$ cat src/rtl/smi_wake_pkg.sv
package smi_wake_pkg;

    typedef enum logic [1:0] {
        MODE_HI_PLL = 2'd0,
        MODE_LO_PLL = 2'd1,
        MODE_DOZE   = 2'd2,
        MODE_STOP   = 2'd3
    } pmu_mode_e;

    typedef enum logic [1:0] {
        FSEL_HI  = 2'd0,
        FSEL_LO  = 2'd1,
        FSEL_REF = 2'd2,
        FSEL_OFF = 2'd3
    } fsel_e;

    localparam logic [1:0] ADDR_ENABLE = 2'd0;
    localparam logic [1:0] ADDR_STATUS = 2'd1;
    localparam logic [1:0] ADDR_CTRL   = 2'd2;

endpackage

$ cat src/rtl/smi_src_bank.sv
module smi_src_bank #(
    parameter int NSRC = 6,
    parameter logic [NSRC-1:0] WAKE_MASK = '1
) (
    input  logic            clk,
    input  logic            rst_n,
    input  logic [NSRC-1:0] evt_i,
    input  logic            en_wr_i,
    input  logic            clr_wr_i,
    input  logic [NSRC-1:0] wdata_i,
    output logic [NSRC-1:0] en_o,
    output logic [NSRC-1:0] stat_o,
    output logic            wake_o
);

    typedef struct packed {
        logic [NSRC-1:0] en;
        logic [NSRC-1:0] stat;
    } bank_t;

    bank_t bank_d, bank_q;
    logic [NSRC-1:0] hits;

    always_comb begin
        bank_d = bank_q;
        hits   = evt_i & bank_q.en;
        if (en_wr_i) begin
            bank_d.en = wdata_i;
        end
        if (clr_wr_i) begin
            bank_d.stat = bank_q.stat & ~wdata_i;
        end
        // a fresh event wins over a clear of the same bit
        bank_d.stat = bank_d.stat | hits;
        wake_o      = |(hits & WAKE_MASK);
    end

    always_ff @(posedge clk or negedge rst_n) begin
        if (!rst_n) begin
            bank_q <= '0;
        end else begin
            bank_q <= bank_d;
        end
    end

    assign en_o   = bank_q.en;
    assign stat_o = bank_q.stat;

endmodule

$ cat src/rtl/smi_tempon_seq.sv
module smi_tempon_seq (
    input  logic clk,
    input  logic rst_n,
    input  logic wake_i,
    input  logic clk_stopped_i,
    input  logic ctl_wr_i,
    input  logic refresh_i,
    output logic temp_on_o,
    output logic rel_pend_o
);

    typedef struct packed {
        logic temp_on;
        logic rel_pend;
    } seq_t;

    seq_t seq_d, seq_q;
    logic ending;

    always_comb begin
        seq_d  = seq_q;
        ending = seq_q.temp_on & seq_q.rel_pend & refresh_i;
        if (ctl_wr_i && seq_q.temp_on) begin
            seq_d.rel_pend = 1'b1;
        end
        if (ending) begin
            seq_d.temp_on  = 1'b0;
            seq_d.rel_pend = 1'b0;
        end
        // a wake while stopped (re)opens the window with no release armed
        if (wake_i && clk_stopped_i && !seq_d.temp_on) begin
            seq_d.temp_on  = 1'b1;
            seq_d.rel_pend = 1'b0;
        end
    end

    always_ff @(posedge clk or negedge rst_n) begin
        if (!rst_n) begin
            seq_q <= '0;
        end else begin
            seq_q <= seq_d;
        end
    end

    assign temp_on_o  = seq_q.temp_on;
    assign rel_pend_o = seq_q.rel_pend;

endmodule

$ cat src/rtl/smi_reg_port.sv
module smi_reg_port
    import smi_wake_pkg::*;
#(
    parameter int NSRC = 6,
    parameter int AW   = 2,
    parameter int DW   = 8
) (
    input  logic            we_i,
    input  logic [AW-1:0]   addr_i,
    input  logic [NSRC-1:0] en_i,
    input  logic [NSRC-1:0] stat_i,
    input  logic            temp_on_i,
    input  logic            rel_pend_i,
    output logic            en_wr_o,
    output logic            clr_wr_o,
    output logic            ctl_wr_o,
    output logic [DW-1:0]   rdata_o
);

    localparam int PAD = DW - NSRC;

    always_comb begin
        en_wr_o  = we_i && (addr_i == AW'(ADDR_ENABLE));
        clr_wr_o = we_i && (addr_i == AW'(ADDR_STATUS));
        ctl_wr_o = we_i && (addr_i == AW'(ADDR_CTRL));
        rdata_o  = '0;
        unique case (addr_i)
            AW'(ADDR_ENABLE): rdata_o = {{PAD{1'b0}}, en_i};
            AW'(ADDR_STATUS): rdata_o = {{PAD{1'b0}}, stat_i};
            AW'(ADDR_CTRL):   rdata_o = {{(DW-2){1'b0}}, rel_pend_i, temp_on_i};
            default:          rdata_o = '0;
        endcase
    end

endmodule

$ cat src/rtl/smi_wake_ctrl.sv
module smi_wake_ctrl
    import smi_wake_pkg::*;
#(
    parameter int NSRC = 6,
    parameter int NCLK = 3,
    parameter int AW   = 2,
    parameter int DW   = 8,
    parameter int RESUME_IDX = 2,
    parameter logic [NSRC-1:0] WAKE_MASK = 6'b000111
) (
    input  logic            clk,
    input  logic            rst_n,
    input  logic [NSRC-1:0] evt_i,
    input  logic            clk_stopped_i,
    input  logic [1:0]      mode_i,
    input  logic            refresh_i,
    input  logic            reg_we_i,
    input  logic [AW-1:0]   reg_addr_i,
    input  logic [DW-1:0]   reg_wdata_i,
    output logic [DW-1:0]   reg_rdata_o,
    output logic            smi_o,
    output logic            hs_req_o,
    output logic [NCLK-1:0] run_en_o,
    output logic [1:0]      freq_sel_o
);

    localparam logic [NSRC-1:0] RES_MASK = NSRC'(1) << RESUME_IDX;

    logic [NSRC-1:0] en_w, stat_w, live_w;
    logic            wake_w, en_wr_w, clr_wr_w, ctl_wr_w;
    logic            temp_on_w, rel_pend_w, in_hi, in_pll, res_live;
    pmu_mode_e       mode;
    fsel_e           fsel;

    smi_src_bank #(.NSRC(NSRC), .WAKE_MASK(WAKE_MASK)) u_bank (
        .clk(clk), .rst_n(rst_n), .evt_i(evt_i),
        .en_wr_i(en_wr_w), .clr_wr_i(clr_wr_w),
        .wdata_i(reg_wdata_i[NSRC-1:0]),
        .en_o(en_w), .stat_o(stat_w), .wake_o(wake_w)
    );

    smi_tempon_seq u_seq (
        .clk(clk), .rst_n(rst_n), .wake_i(wake_w),
        .clk_stopped_i(clk_stopped_i), .ctl_wr_i(ctl_wr_w),
        .refresh_i(refresh_i), .temp_on_o(temp_on_w), .rel_pend_o(rel_pend_w)
    );

    smi_reg_port #(.NSRC(NSRC), .AW(AW), .DW(DW)) u_regs (
        .we_i(reg_we_i), .addr_i(reg_addr_i), .en_i(en_w), .stat_i(stat_w),
        .temp_on_i(temp_on_w), .rel_pend_i(rel_pend_w),
        .en_wr_o(en_wr_w), .clr_wr_o(clr_wr_w), .ctl_wr_o(ctl_wr_w),
        .rdata_o(reg_rdata_o)
    );

    always_comb begin
        mode     = pmu_mode_e'(mode_i);
        in_hi    = (mode == MODE_HI_PLL);
        in_pll   = in_hi || (mode == MODE_LO_PLL);
        live_w   = stat_w & en_w;
        res_live = |(live_w & RES_MASK);
        // resume waits for the high-speed switch before interrupting
        smi_o    = |(live_w & ~RES_MASK) || (res_live && in_hi);
        hs_req_o = res_live && !in_hi;
        unique case (mode)
            MODE_HI_PLL: fsel = FSEL_HI;
            MODE_LO_PLL: fsel = FSEL_LO;
            MODE_DOZE:   fsel = FSEL_REF;
            default:     fsel = FSEL_OFF;
        endcase
        if (temp_on_w && !in_pll) begin
            fsel = FSEL_REF;
        end
        freq_sel_o = fsel;
        run_en_o   = {NCLK{temp_on_w}};
    end

endmodule

$ cat config.mk
export PLATFORM = sky130hd
export DESIGN_NAME = smi_wake_ctrl
export DESIGN_NICKNAME = d
export VERILOG_FILES = /design/src/rtl/smi_wake_pkg.sv /design/src/rtl/smi_src_bank.sv /design/src/rtl/smi_tempon_seq.sv /design/src/rtl/smi_reg_port.sv /design/src/rtl/smi_wake_ctrl.sv
export SDC_FILE = /design/constraint.sdc
export NUM_CORES = 1
export LEC_CHECK = 0
export CORE_UTILIZATION = 35
export CTS_BUF_LIST = sky130_fd_sc_hd__clkbuf_4 sky130_fd_sc_hd__clkbuf_8
export CTS_CLUSTER_DIAMETER = 200
export CTS_CLUSTER_SIZE = 25
export DETAILED_ROUTE_END_ITERATION = 8
export DONT_BUFFER_PORTS = 1
export SLEW_MARGIN = 0
export SYNTH_ARGS = -nofsm -noshare
export SYNTH_HDL_FRONTEND = slang
export SYNTH_SLANG_ARGS = --single-unit
$ cat constraint.sdc
create_clock -name clk -period 1.15 [get_ports clk]
set_input_delay 0.0575 -clock clk [delete_from_list [all_inputs] [get_ports clk]]
set_output_delay 0.0575 -clock clk [all_outputs]
set_load 0.01 [all_outputs]
==> impl_metrics.xml, run 1 <==
<?xml version="1.0" encoding="UTF-8"?>
<metrics>
  <group name="timing">
    <metric name="setup_viol_count_final" unit="">3</metric>
    <metric name="tightest_slew" unit="ns">0.6239</metric>
    <metric name="period_utilization" unit="%">113.1</metric>
    <metric name="final.min_clock_period" unit="ns">1.301</metric>
    <metric name="fin_tns_setup" unit="ns">-0.2611</metric>
    <metric name="finalClockSkew" unit="ns">0.001383</metric>
    <metric name="grt_setup_unrepaired" unit="">yes</metric>
    <metric name="timing.final.max_slew_violations" unit="">0</metric>
    <metric name="layout_setup_ws" unit="ns">-0.1508</metric>
    <metric name="max-slew-margin-rel" unit="%">58.27</metric>
    <metric name="final_hold_viol_count" unit="">0</metric>
    <metric name="fmax" unit="MHz">768.8</metric>
  </group>
  <group name="placement">
    <metric name="gpl.final_weighted_congestion" unit="">0.7376</metric>
    <metric name="dp_hpwl" unit="mm">1.290</metric>
    <metric name="post-place-ws" unit="ns">0.009226</metric>
    <metric name="portBuffers" unit="">0</metric>
  </group>
  <group name="setup_path">
    <metric name="rr_worst_depth" unit="">3</metric>
    <metric name="worst_setup_path_start_kind" unit="">flip-flop</metric>
    <metric name="cp_slowest_cell" unit="">dfrtp_1</metric>
    <metric name="critical_path_arrival" unit="ns">1.24</metric>
    <metric name="slowest_delay" unit="ns">0.41</metric>
    <metric name="worstSetupPathDepth" unit="">2</metric>
    <metric name="path_buf_inv" unit="">0</metric>
    <metric name="crit_family" unit="">flip-flops</metric>
    <metric name="crit_required" unit="ns">1.09</metric>
    <metric name="critical_path_cell_list" unit="">a222oi_1 -&gt; nand3_1</metric>
    <metric name="critical_path_class" unit="">flip-flop to output pin</metric>
    <metric name="crit_path_max_fanout" unit="">3</metric>
    <metric name="worst_setup_path_end_kind" unit="">output pin</metric>
  </group>
  <group name="floorplanning">
    <metric name="floorplan.die_area" unit="µm²">2487</metric>
    <metric name="starting_density" unit="%">38.90</metric>
    <metric name="dieHeight" unit="µm">49.87</metric>
    <metric name="placementRows" unit="">16</metric>
    <metric name="i_o_pin_count" unit="">38</metric>
    <metric name="fp.dieW" unit="µm">49.87</metric>
    <metric name="core_region_area" unit="µm²">2062</metric>
  </group>
  <group name="clock_tree">
    <metric name="cts_tree" unit="">done</metric>
    <metric name="clk_transition_reported_paths" unit="ns">0.08</metric>
    <metric name="cts_made_buffers" unit="">3</metric>
    <metric name="clk_latency" unit="ns">0.27</metric>
    <metric name="cts-htree-levels" unit="">1</metric>
    <metric name="numClockSinks" unit="">14</metric>
    <metric name="cts.path.max_buffers" unit="">2</metric>
    <metric name="cts-root-buf" unit="">clkbuf_4</metric>
  </group>
  <group name="synthesis">
    <metric name="syn-mean-instance-area" unit="µm²">10.69</metric>
    <metric name="postSynthCellCount" unit="">75</metric>
    <metric name="synth_cell_types" unit="">22</metric>
    <metric name="netlist_area_before_placement" unit="µm²">802.0</metric>
    <metric name="synth.ff_latch_count" unit="">14</metric>
    <metric name="synth_warnings" unit="">0</metric>
    <metric name="synth_seq_area_share" unit="%">43.68</metric>
  </group>
  <group name="detailed_routing">
    <metric name="viasPerCell" unit="">5.264</metric>
    <metric name="first_pass_iters" unit="">4</metric>
    <metric name="detail_route.wl_per_cell" unit="µm">15.76</metric>
    <metric name="route.final.wire_length" unit="mm">1.907</metric>
    <metric name="dr.first_iter.drc_count" unit="">26</metric>
    <metric name="detailroute.via_count" unit="">637</metric>
    <metric name="number_of_remaining_drc_errors" unit="">0</metric>
    <metric name="ant_nets" unit="">0</metric>
  </group>
  <group name="pwr">
    <metric name="total_power" unit="mW">1.525</metric>
    <metric name="power-per-cell-area" unit="nW/µm²">1479</metric>
    <metric name="leakage_dissipation" unit="nW">0.4519</metric>
    <metric name="ir_drop" unit="V">0.0007782</metric>
  </group>
  <group name="cells_and_area">
    <metric name="number_of_nets_in_the_final_layout" unit="">119</metric>
    <metric name="syn2layout_area_growth" unit="%">28.55</metric>
    <metric name="regArea" unit="µm²">351.6</metric>
    <metric name="insertedDiodeCount" unit="">0</metric>
    <metric name="layout_common_cells" unit="">15 x dlygate4sd3_1, 13 x dfrtp_1, 12 x nand2_1</metric>
    <metric name="multiInputGateArea" unit="µm²">397.9</metric>
    <metric name="drive_gt1_share" unit="%">27.66</metric>
    <metric name="fill_cells" unit="">192</metric>
    <metric name="layout.core_utilization" unit="%">50.00</metric>
    <metric name="layout.cells.most_common" unit="">dlygate4sd3_1</metric>
  </group>
  <group name="grt">
    <metric name="first_global_vias" unit="">639</metric>
    <metric name="grt_util_all_layers" unit="%">17.28</metric>
    <metric name="pin_count_of_the_biggest_net_entering_global_routing" unit="">15</metric>
    <metric name="grt_overflow_total" unit="">0</metric>
    <metric name="grt_pass1_wl" unit="mm">3.139</metric>
    <metric name="grt_antenna_before_repair" unit="">0</metric>
  </group>
  <group name="hold_path">
    <metric name="hold_depth" unit="">2</metric>
    <metric name="hold_path.class" unit="">input pin to flip-flop</metric>
  </group>
  <group name="run_status">
    <metric name="outcome" unit="">complete, but fails checks</metric>
    <metric name="violations_in_the_final_reports" unit="">negative setup slack</metric>
  </group>
  <group name="job">
    <metric name="max_cap_viol_count" unit="">0</metric>
  </group>
</metrics>
-- where the power goes --
part	total, mW	internal [mW]	switching [mW]	leakage, nW
registers	0.725	0.602	0.123	0.152
clock network	0.273	0.121	0.152	0.0138
logic	0.528	0.296	0.232	0.286
-- cell type report --
cell class | instances | share of cell area [%]
repair buffers | 24 | 21.84
multi-input cells | 53 | 38.59
well taps | 27 | 3.277
flip-flops and latches | 14 | 34.10
clock buffers | 3 | 2.184
-- cell usage after synthesis --
cell type  count  share of area (%)
nor3b_4        1                2.3
mux2i_1        6                7.5
nand2b_1       1               0.78
nor2_1         6                2.8
clkbuf_1       1               0.47
buf_4          6                5.6
and3b_2        1                1.2
a22o_1         6                6.6
a21boi_0       1               0.94
nand3_1        3                1.9
mux2_2         6                8.4
and4b_2        1                1.4
o221a_2        1                1.4
a22oi_1        1               0.94
conb_1         1               0.47
dfrtp_1       14                 44
clkbuf_8       1                1.7
buf_6          1                1.4
a222oi_1       2                2.5
and2b_2        1                1.1
nand2_1       12                5.6
o21ai_0        2                1.2
-- flip-flops by register name (all words and copies together) (netlist names) --
| signal | cells |
|---|---|
| u_seq.rel_pend_o | 1 |
| u_bank.en_o | 6 |
| u_seq.temp_on_o | 1 |
| u_bank.stat_o | 6 |
-- logic make-up (layout without fill, tap and decap cells) --
logic type | Yosys count | count (layout) | share of synthesized area, %
buf+inv | 9 | 27 | 9.203
flops | 14 | 14 | 43.68
simple gates | 26 | 26 | 17.16
other cells | 1 | 2 | 0.4676
compound gates | 13 | 13 | 13.57
mux | 12 | 12 | 15.91
-- layer usage --
layer	track usage [%]	wire length [µm]
met1	20.23	726
met2	30.18	1030
met3	3.704	130
met4	7.143	20
met5	0	0
-- repair_timing --
action	in CTS	in global routing
pin swaps	1	2
hold buffers	15	0
resized for setup	3	6
setup buffers	1	2
hold endpoints to repair	27	0
endpoints found under the setup margin	4	7
-- stage by stage --
stage               instance area (µm²)  hold WS (ns)  cells
floorplan                         805.8       -0.2381     76
global placement                  810.8       -0.2378    100
detailed placement                810.8       -0.2377    100
CTS                               994.7       0.01422    119
global route                       1031      0.007475    121
finish                             1031       0.01760    121
-- worst paths after layout --
kind | start | end | slack (ns)
hold reg to reg | u_bank.stat_o[5] | u_bank.stat_o[5] | 0.54
hold / removal | refresh_i | u_seq.rel_pend_o | 0.02
setup reg to reg | u_bank.en_o[0] | u_seq.rel_pend_o | -0.06
max in group asynchronous | rst_n | u_seq.temp_on_o | 0.48
setup / recovery | u_bank.stat_o[4] | smi_o | -0.15
min in group asynchronous | rst_n | u_bank.en_o[0] | 0.24
(Power assumes the default switching activity.)
==> run 2, diff against run 1 <==
--- a/config.mk
+++ b/config.mk
@@ -5,12 +5,12 @@
 export SDC_FILE = /design/constraint.sdc
 export NUM_CORES = 1
 export LEC_CHECK = 0
+export BUFFER_PORTS_ARGS = -buffer_cell sky130_fd_sc_hd__buf_2
 export CORE_UTILIZATION = 35
 export CTS_BUF_LIST = sky130_fd_sc_hd__clkbuf_4 sky130_fd_sc_hd__clkbuf_8
 export CTS_CLUSTER_DIAMETER = 200
 export CTS_CLUSTER_SIZE = 25
 export DETAILED_ROUTE_END_ITERATION = 8
-export DONT_BUFFER_PORTS = 1
 export SLEW_MARGIN = 0
 export SYNTH_ARGS = -nofsm -noshare
 export SYNTH_HDL_FRONTEND = slang
==> impl_metrics.xml, run 2 (synthesis results as in run 1) <==
<?xml version="1.0" encoding="UTF-8"?>
<metrics>
  <group name="timing">
    <metric name="finalClockSkew" unit="ns">0.004733</metric>
    <metric name="fmax" unit="MHz">725.9</metric>
    <metric name="final.min_clock_period" unit="ns">1.378</metric>
    <metric name="timing.final.max_slew_violations" unit="">0</metric>
    <metric name="period_utilization" unit="%">119.8</metric>
    <metric name="final_hold_viol_count" unit="">0</metric>
    <metric name="grt_setup_unrepaired" unit="">yes</metric>
    <metric name="setup_viol_count_final" unit="">8</metric>
    <metric name="fin_tns_setup" unit="ns">-0.4385</metric>
    <metric name="layout_setup_ws" unit="ns">-0.2276</metric>
  </group>
  <group name="cells_and_area">
    <metric name="layout_common_cells" unit="">32 x buf_2, 14 x dfrtp_1, 12 x buf_4</metric>
    <metric name="insertedDiodeCount" unit="">0</metric>
    <metric name="regArea" unit="µm²">350.3</metric>
    <metric name="layout.core_utilization" unit="%">56.07</metric>
    <metric name="number_of_nets_in_the_final_layout" unit="">148</metric>
    <metric name="syn2layout_area_growth" unit="%">44.15</metric>
    <metric name="finish.instance_area" unit="µm²">1156</metric>
    <metric name="multiInputGateArea" unit="µm²">400.4</metric>
    <metric name="drive_gt1_share" unit="%">55.28</metric>
    <metric name="fill_cells" unit="">182</metric>
    <metric name="layout.cells.most_common" unit="">buf_2</metric>
  </group>
  <group name="clock_tree">
    <metric name="cts_tree" unit="">done</metric>
    <metric name="cts-root-buf" unit="">clkbuf_4</metric>
    <metric name="cts-htree-levels" unit="">1</metric>
    <metric name="cts.path.max_buffers" unit="">2</metric>
    <metric name="clk_latency" unit="ns">0.28</metric>
    <metric name="numClockSinks" unit="">14</metric>
    <metric name="clk_transition_reported_paths" unit="ns">0.08</metric>
    <metric name="cts_made_buffers" unit="">3</metric>
  </group>
  <group name="detailed_routing">
    <metric name="dr.first_iter.drc_count" unit="">17</metric>
    <metric name="ant_nets" unit="">0</metric>
    <metric name="number_of_remaining_drc_errors" unit="">0</metric>
    <metric name="first_pass_iters" unit="">5</metric>
    <metric name="detail_route.wl_per_cell" unit="µm">13.25</metric>
    <metric name="viasPerCell" unit="">5.040</metric>
    <metric name="route.final.wire_length" unit="mm">1.988</metric>
    <metric name="detailroute.via_count" unit="">756</metric>
  </group>
  <group name="setup_path">
    <metric name="critical_path_cell_list" unit="">a222oi_1 -&gt; nand3_1 -&gt; buf_2</metric>
    <metric name="critical_path_arrival" unit="ns">1.32</metric>
    <metric name="crit_path_max_fanout" unit="">2</metric>
    <metric name="worst_setup_path_end_kind" unit="">output pin</metric>
    <metric name="crit_required" unit="ns">1.09</metric>
    <metric name="slowest_delay" unit="ns">0.39</metric>
    <metric name="critical_path_class" unit="">flip-flop to output pin</metric>
    <metric name="worst_setup_path_start_kind" unit="">flip-flop</metric>
    <metric name="cp_slowest_cell" unit="">dfrtp_1</metric>
  </group>
  <group name="pwr">
    <metric name="power.clock.fraction" unit="%">15.2</metric>
    <metric name="p_sw" unit="mW">0.5750</metric>
    <metric name="p_int" unit="mW">1.184</metric>
    <metric name="share_seq_of_total_power" unit="%">39.5</metric>
    <metric name="power_switching_share" unit="%">32.68</metric>
    <metric name="ir_drop" unit="V">0.0009485</metric>
    <metric name="power-per-cell-area" unit="nW/µm²">1522</metric>
    <metric name="leakage_dissipation" unit="nW">0.5815</metric>
    <metric name="power.combinational.fraction" unit="%">45.3</metric>
  </group>
  <group name="floorplanning">
    <metric name="fp.dieW" unit="µm">49.87</metric>
    <metric name="starting_density" unit="%">38.90</metric>
    <metric name="i_o_pin_count" unit="">38</metric>
    <metric name="floorplan.die_area" unit="µm²">2487</metric>
    <metric name="core_region_area" unit="µm²">2062</metric>
    <metric name="dieHeight" unit="µm">49.87</metric>
    <metric name="placementRows" unit="">16</metric>
  </group>
  <group name="grt">
    <metric name="first_global_vias" unit="">719</metric>
    <metric name="grt_overflow_total" unit="">0</metric>
    <metric name="pin_count_of_the_biggest_net_entering_global_routing" unit="">15</metric>
    <metric name="grt_pass1_wl" unit="mm">3.339</metric>
    <metric name="grt_util_all_layers" unit="%">18.22</metric>
    <metric name="grt_antenna_before_repair" unit="">0</metric>
  </group>
  <group name="hold_path">
    <metric name="hold_path.class" unit="">input pin to flip-flop</metric>
  </group>
  <group name="run_status">
    <metric name="outcome" unit="">complete, but fails checks</metric>
    <metric name="violations_in_the_final_reports" unit="">negative setup slack</metric>
  </group>
  <group name="placement">
    <metric name="placement.cell_area" unit="µm²">1013</metric>
    <metric name="portBuffers" unit="">33</metric>
    <metric name="dp_hpwl" unit="mm">1.452</metric>
    <metric name="gpl.final_weighted_congestion" unit="">0.7698</metric>
  </group>
  <group name="job">
    <metric name="max_cap_viol_count" unit="">0</metric>
  </group>
</metrics>
-- run 2: power by group through the flow --
stage	Sequential (mW)	Combinational (mW)	Clock (mW)
2_1_floorplan	0.703	0.370	0
3_3_place_gp	0.695	0.588	0
3_5_place_dp	0.703	0.599	0
4_1_cts	0.686	0.740	0.286
5_1_grt	0.710	0.874	0.310
6_report	0.696	0.797	0.267
-- run 2: worst paths after layout --
path                                   from                to  slack [ns]  cells past startpoint
hold / removal                clk_stopped_i   u_seq.temp_on_o        0.01                      3
setup / recovery             u_bank.en_o[4]             smi_o       -0.23                      3
max in group asynchronous             rst_n    u_bank.en_o[2]        0.70                      2
setup reg to reg             u_bank.en_o[1]  u_seq.rel_pend_o       -0.04                      4
hold reg to reg            u_bank.stat_o[5]  u_bank.stat_o[5]        0.55                      1
min in group asynchronous             rst_n  u_bank.stat_o[5]        0.20                      2
-- run 2: area by class of cell --
class	instances	share of cell area, %
timing repair buffer	53	30.19
clock buffer	3	1.948
tap	27	2.922
sequential	14	30.30
multi-input combinational	53	34.63
-- run 2: routing by layer --
layer	routed length, µm	vias to the layer above	track usage [%]
met5	0	-	0
met4	37	0	5.714
met3	98	6	5.864
met2	1032	24	29.50
met1	820	367	22.82
li1	-	359	-
-- run 2: repair_timing --
| action | 4_1_cts | 5_1_grt |
|---|---|---|
| buffers inserted | 6 | 3 |
| hold buffers | 1 | 1 |
| hold endpoints to repair | 14 | 1 |
| cloned | 0 | 0 |
| resized for setup | 8 | 8 |
| endpoints found under the setup margin | 8 | 11 |
| pin swaps | 4 | 7 |
-- run 2: stage by stage --
stage	setup slack (ns)	power, mW	std cells	hold slack (ns)
2_1_floorplan	0.09572	1.073	76	-0.2381
3_3_place_gp	0.04905	1.283	138	-0.02455
3_5_place_dp	-0.003179	1.303	138	-0.02877
4_1_cts	-0.2667	1.711	148	0.001222
5_1_grt	-0.2940	1.894	150	0.007366
6_report	-0.2276	1.759	150	0.01150
-- run 2: worst max-delay path: cells and delay by family, from the launching register on --
| kind | cells | cell delay, ns |
|---|---|---|
| buffers and inverters | 1 | 0.16 |
| AND/OR/NAND/NOR | 1 | 0.11 |
| AO/OA/AOI/OAI | 1 | 0.39 |
| flip-flops | 1 | 0.39 |
==> run 3, diff against run 2 <==
--- a/config.mk
+++ b/config.mk
@@ -6,11 +6,14 @@
 export NUM_CORES = 1
 export LEC_CHECK = 0
 export BUFFER_PORTS_ARGS = -buffer_cell sky130_fd_sc_hd__buf_2
-export CORE_UTILIZATION = 35
+export CELL_PAD_IN_SITES_DETAIL_PLACEMENT = 2
+export CELL_PAD_IN_SITES_GLOBAL_PLACEMENT = 2
+export CORE_UTILIZATION = 27
 export CTS_BUF_LIST = sky130_fd_sc_hd__clkbuf_4 sky130_fd_sc_hd__clkbuf_8
 export CTS_CLUSTER_DIAMETER = 200
 export CTS_CLUSTER_SIZE = 25
 export DETAILED_ROUTE_END_ITERATION = 8
+export PLACE_DENSITY_LB_ADDON = 0.1
 export SLEW_MARGIN = 0
 export SYNTH_ARGS = -nofsm -noshare
 export SYNTH_HDL_FRONTEND = slang
==> impl_metrics.xml, run 3 (synthesis results as in run 1) <==
<?xml version="1.0" encoding="UTF-8"?>
<metrics>
  <group name="clock_tree">
    <metric name="clk_latency" unit="ns">0.29</metric>
    <metric name="numClockSinks" unit="">14</metric>
    <metric name="cts.path.max_buffers" unit="">2</metric>
    <metric name="clk_transition_reported_paths" unit="ns">0.08</metric>
    <metric name="cts_made_buffers" unit="">3</metric>
    <metric name="cts-root-buf" unit="">clkbuf_4</metric>
    <metric name="cts_tree" unit="">done</metric>
    <metric name="cts-htree-levels" unit="">1</metric>
  </group>
  <group name="setup_path">
    <metric name="r2r-start" unit="">u_bank.en_o[1]</metric>
    <metric name="worst_setup_path_start_kind" unit="">flip-flop</metric>
    <metric name="crit_path_max_fanout" unit="">2</metric>
    <metric name="critical_path_arrival" unit="ns">1.35</metric>
    <metric name="rr_worst_depth" unit="">4</metric>
    <metric name="reg2reg_slack" unit="ns">-0.14</metric>
    <metric name="crit-reg2reg-capture" unit="">u_seq.rel_pend_o</metric>
    <metric name="path_buf_inv" unit="">1</metric>
    <metric name="crit_required" unit="ns">1.09</metric>
    <metric name="critical_path_class" unit="">flip-flop to output pin</metric>
    <metric name="cp_slowest_cell" unit="">dfrtp_1</metric>
    <metric name="worst_setup_path_end_kind" unit="">output pin</metric>
    <metric name="critical_path_cell_list" unit="">a222oi_1 -&gt; nand3_1 -&gt; buf_2</metric>
    <metric name="slowest_delay" unit="ns">0.41</metric>
    <metric name="crit_family" unit="">flip-flops</metric>
  </group>
  <group name="grt">
    <metric name="grt_pass1_wl" unit="mm">3.981</metric>
    <metric name="grt_util_all_layers" unit="%">16.87</metric>
    <metric name="first_global_vias" unit="">811</metric>
    <metric name="grt_antenna_before_repair" unit="">0</metric>
    <metric name="pin_count_of_the_biggest_net_entering_global_routing" unit="">15</metric>
    <metric name="grt_overflow_total" unit="">0</metric>
  </group>
  <group name="floorplanning">
    <metric name="fp.dieW" unit="µm">56.50</metric>
    <metric name="starting_density" unit="%">28.83</metric>
    <metric name="placementRows" unit="">19</metric>
    <metric name="core_region_area" unit="µm²">2781</metric>
    <metric name="floorplan.die_area" unit="µm²">3192</metric>
    <metric name="i_o_pin_count" unit="">38</metric>
    <metric name="dieHeight" unit="µm">56.50</metric>
  </group>
  <group name="detailed_routing">
    <metric name="detailroute.via_count" unit="">778</metric>
    <metric name="dr.first_iter.drc_count" unit="">10</metric>
    <metric name="number_of_remaining_drc_errors" unit="">0</metric>
    <metric name="first_pass_iters" unit="">4</metric>
    <metric name="ant_nets" unit="">0</metric>
    <metric name="viasPerCell" unit="">4.863</metric>
    <metric name="route.final.wire_length" unit="mm">2.489</metric>
    <metric name="detail_route.wl_per_cell" unit="µm">15.56</metric>
  </group>
  <group name="timing">
    <metric name="finalClockSkew" unit="ns">0.004015</metric>
    <metric name="layout_setup_ws" unit="ns">-0.2525</metric>
    <metric name="final.min_clock_period" unit="ns">1.403</metric>
    <metric name="hold_ws" unit="ns">0.01160</metric>
    <metric name="period_utilization" unit="%">122.0</metric>
    <metric name="setup_viol_count_final" unit="">9</metric>
    <metric name="grt_setup_unrepaired" unit="">yes</metric>
    <metric name="timing.final.max_slew_violations" unit="">0</metric>
    <metric name="final_hold_viol_count" unit="">0</metric>
    <metric name="fmax" unit="MHz">713.0</metric>
  </group>
  <group name="hold_path">
    <metric name="worstHoldStart" unit="">clk_stopped_i</metric>
    <metric name="hold_path.class" unit="">input pin to flip-flop</metric>
    <metric name="hold_depth" unit="">3</metric>
    <metric name="worstHoldEndpoint" unit="">u_seq.temp_on_o</metric>
  </group>
  <group name="cells_and_area">
    <metric name="layoutNonFillerInstCount" unit="">160</metric>
    <metric name="insertedDiodeCount" unit="">0</metric>
    <metric name="multiInputGateArea" unit="µm²">390.4</metric>
    <metric name="syn2layout_area_growth" unit="%">55.38</metric>
    <metric name="layout_common_cells" unit="">30 x buf_2, 14 x dfrtp_1, 12 x buf_6</metric>
    <metric name="layout.cells.most_common" unit="">buf_2</metric>
    <metric name="finish.instance_area" unit="µm²">1246</metric>
    <metric name="regArea" unit="µm²">350.3</metric>
    <metric name="fill_cells" unit="">322</metric>
    <metric name="number_of_nets_in_the_final_layout" unit="">153</metric>
    <metric name="drive_gt1_share" unit="%">55.04</metric>
  </group>
  <group name="pwr">
    <metric name="power-per-cell-area" unit="nW/µm²">1581</metric>
    <metric name="total_power" unit="mW">1.971</metric>
    <metric name="power_switching_share" unit="%">32.08</metric>
    <metric name="ir_drop" unit="V">0.0009749</metric>
    <metric name="p_sw" unit="mW">0.6322</metric>
    <metric name="power.combinational.fraction" unit="%">45.8</metric>
    <metric name="leakage_dissipation" unit="nW">0.6214</metric>
    <metric name="p_int" unit="mW">1.338</metric>
    <metric name="power.clock.fraction" unit="%">18.7</metric>
    <metric name="share_seq_of_total_power" unit="%">35.5</metric>
  </group>
  <group name="placement">
    <metric name="gpl.final_weighted_congestion" unit="">0.7195</metric>
    <metric name="post-place-ws" unit="ns">0.0003128</metric>
    <metric name="portBuffers" unit="">33</metric>
    <metric name="post-place-cells" unit="">143</metric>
    <metric name="placement.cell_area" unit="µm²">1039</metric>
    <metric name="dp_hpwl" unit="mm">1.913</metric>
  </group>
  <group name="run_status">
    <metric name="violations_in_the_final_reports" unit="">negative setup slack</metric>
    <metric name="outcome" unit="">complete, but fails checks</metric>
  </group>
  <group name="job">
    <metric name="max_cap_viol_count" unit="">0</metric>
  </group>
</metrics>
-- run 3: cell count changes in the layout (fill, tap and decap cells not counted), sizes merged --
| cell | before | now |
|---|---|---|
| dlygate4sd3 | 2 | 5 |
| buf | 51 | 53 |
| clkbuf | 3 | 4 |
-- run 3: cell type report --
type | instances | share of cell area, %
Timing Repair Buffer | 58 | 34.54
Multi-Input combinational cell | 53 | 31.33
Tap cell | 31 | 3.112
Clock buffer | 4 | 2.912
Sequential cell | 14 | 28.11
-- run 3: power by group through the flow --
stage                     registers (mW)  logic, mW  clock network (mW)
final                              0.699      0.902               0.369
after floorplan                    0.703      0.370                   0
after global placement             0.688      0.624                   0
after CTS                          0.698      0.817               0.383
after detailed placement           0.698      0.644                   0
after global routing               0.718      0.977               0.403
-- run 3: how the worst max path moves through the flow --
| stage | start | endpoint | depth (start not counted) |
|---|---|---|---|
| after floorplan | u_bank.en_o[2] | u_seq.rel_pend_o | 3 |
| after global placement | u_bank.en_o[0] | u_seq.rel_pend_o | 3 |
| after detailed placement | u_bank.en_o[0] | u_seq.rel_pend_o | 3 |
| after CTS | u_bank.en_o[4] | smi_o | 3 |
| after global routing | u_bank.en_o[4] | smi_o | 3 |
| final | u_bank.stat_o[4] | smi_o | 3 |
-- run 3: metrics by stage --
| stage | TNS, ns | util (%) |
|---|---|---|
| 2_1_floorplan | 0 | - |
| 3_3_place_gp | 0 | 37.34 |
| 3_5_place_dp | 0 | 37.34 |
| 4_1_cts | -0.7957 | 43.09 |
| 5_1_grt | -1.541 | 44.80 |
| 6_report | -0.7453 | 44.80 |
-- run 3: metal layers --
metal / GRT usage (%) / wire, µm / up-vias
li1: - / - / 370
met1: 19.54 / 1085 / 377
met2: 29.58 / 1250 / 26
met3: 5.069 / 119 / 5
met4: 5.226 / 34 / 0
met5: 0 / 0 / -
-- run 3: timing repair --
item	CTS	global route
hold buffers	5	0
pin swaps	5	4
gates resized for setup	12	6
endpoints found under the setup margin	9	14
buffers inserted	6	4
endpoints found under the hold margin	18	0
-- run 3: tightest hold or removal path: cells and delay by family --
family	cells	cell delay, ns
buffers and inverters	1	0.08
AND/OR/NAND/NOR	2	0.14
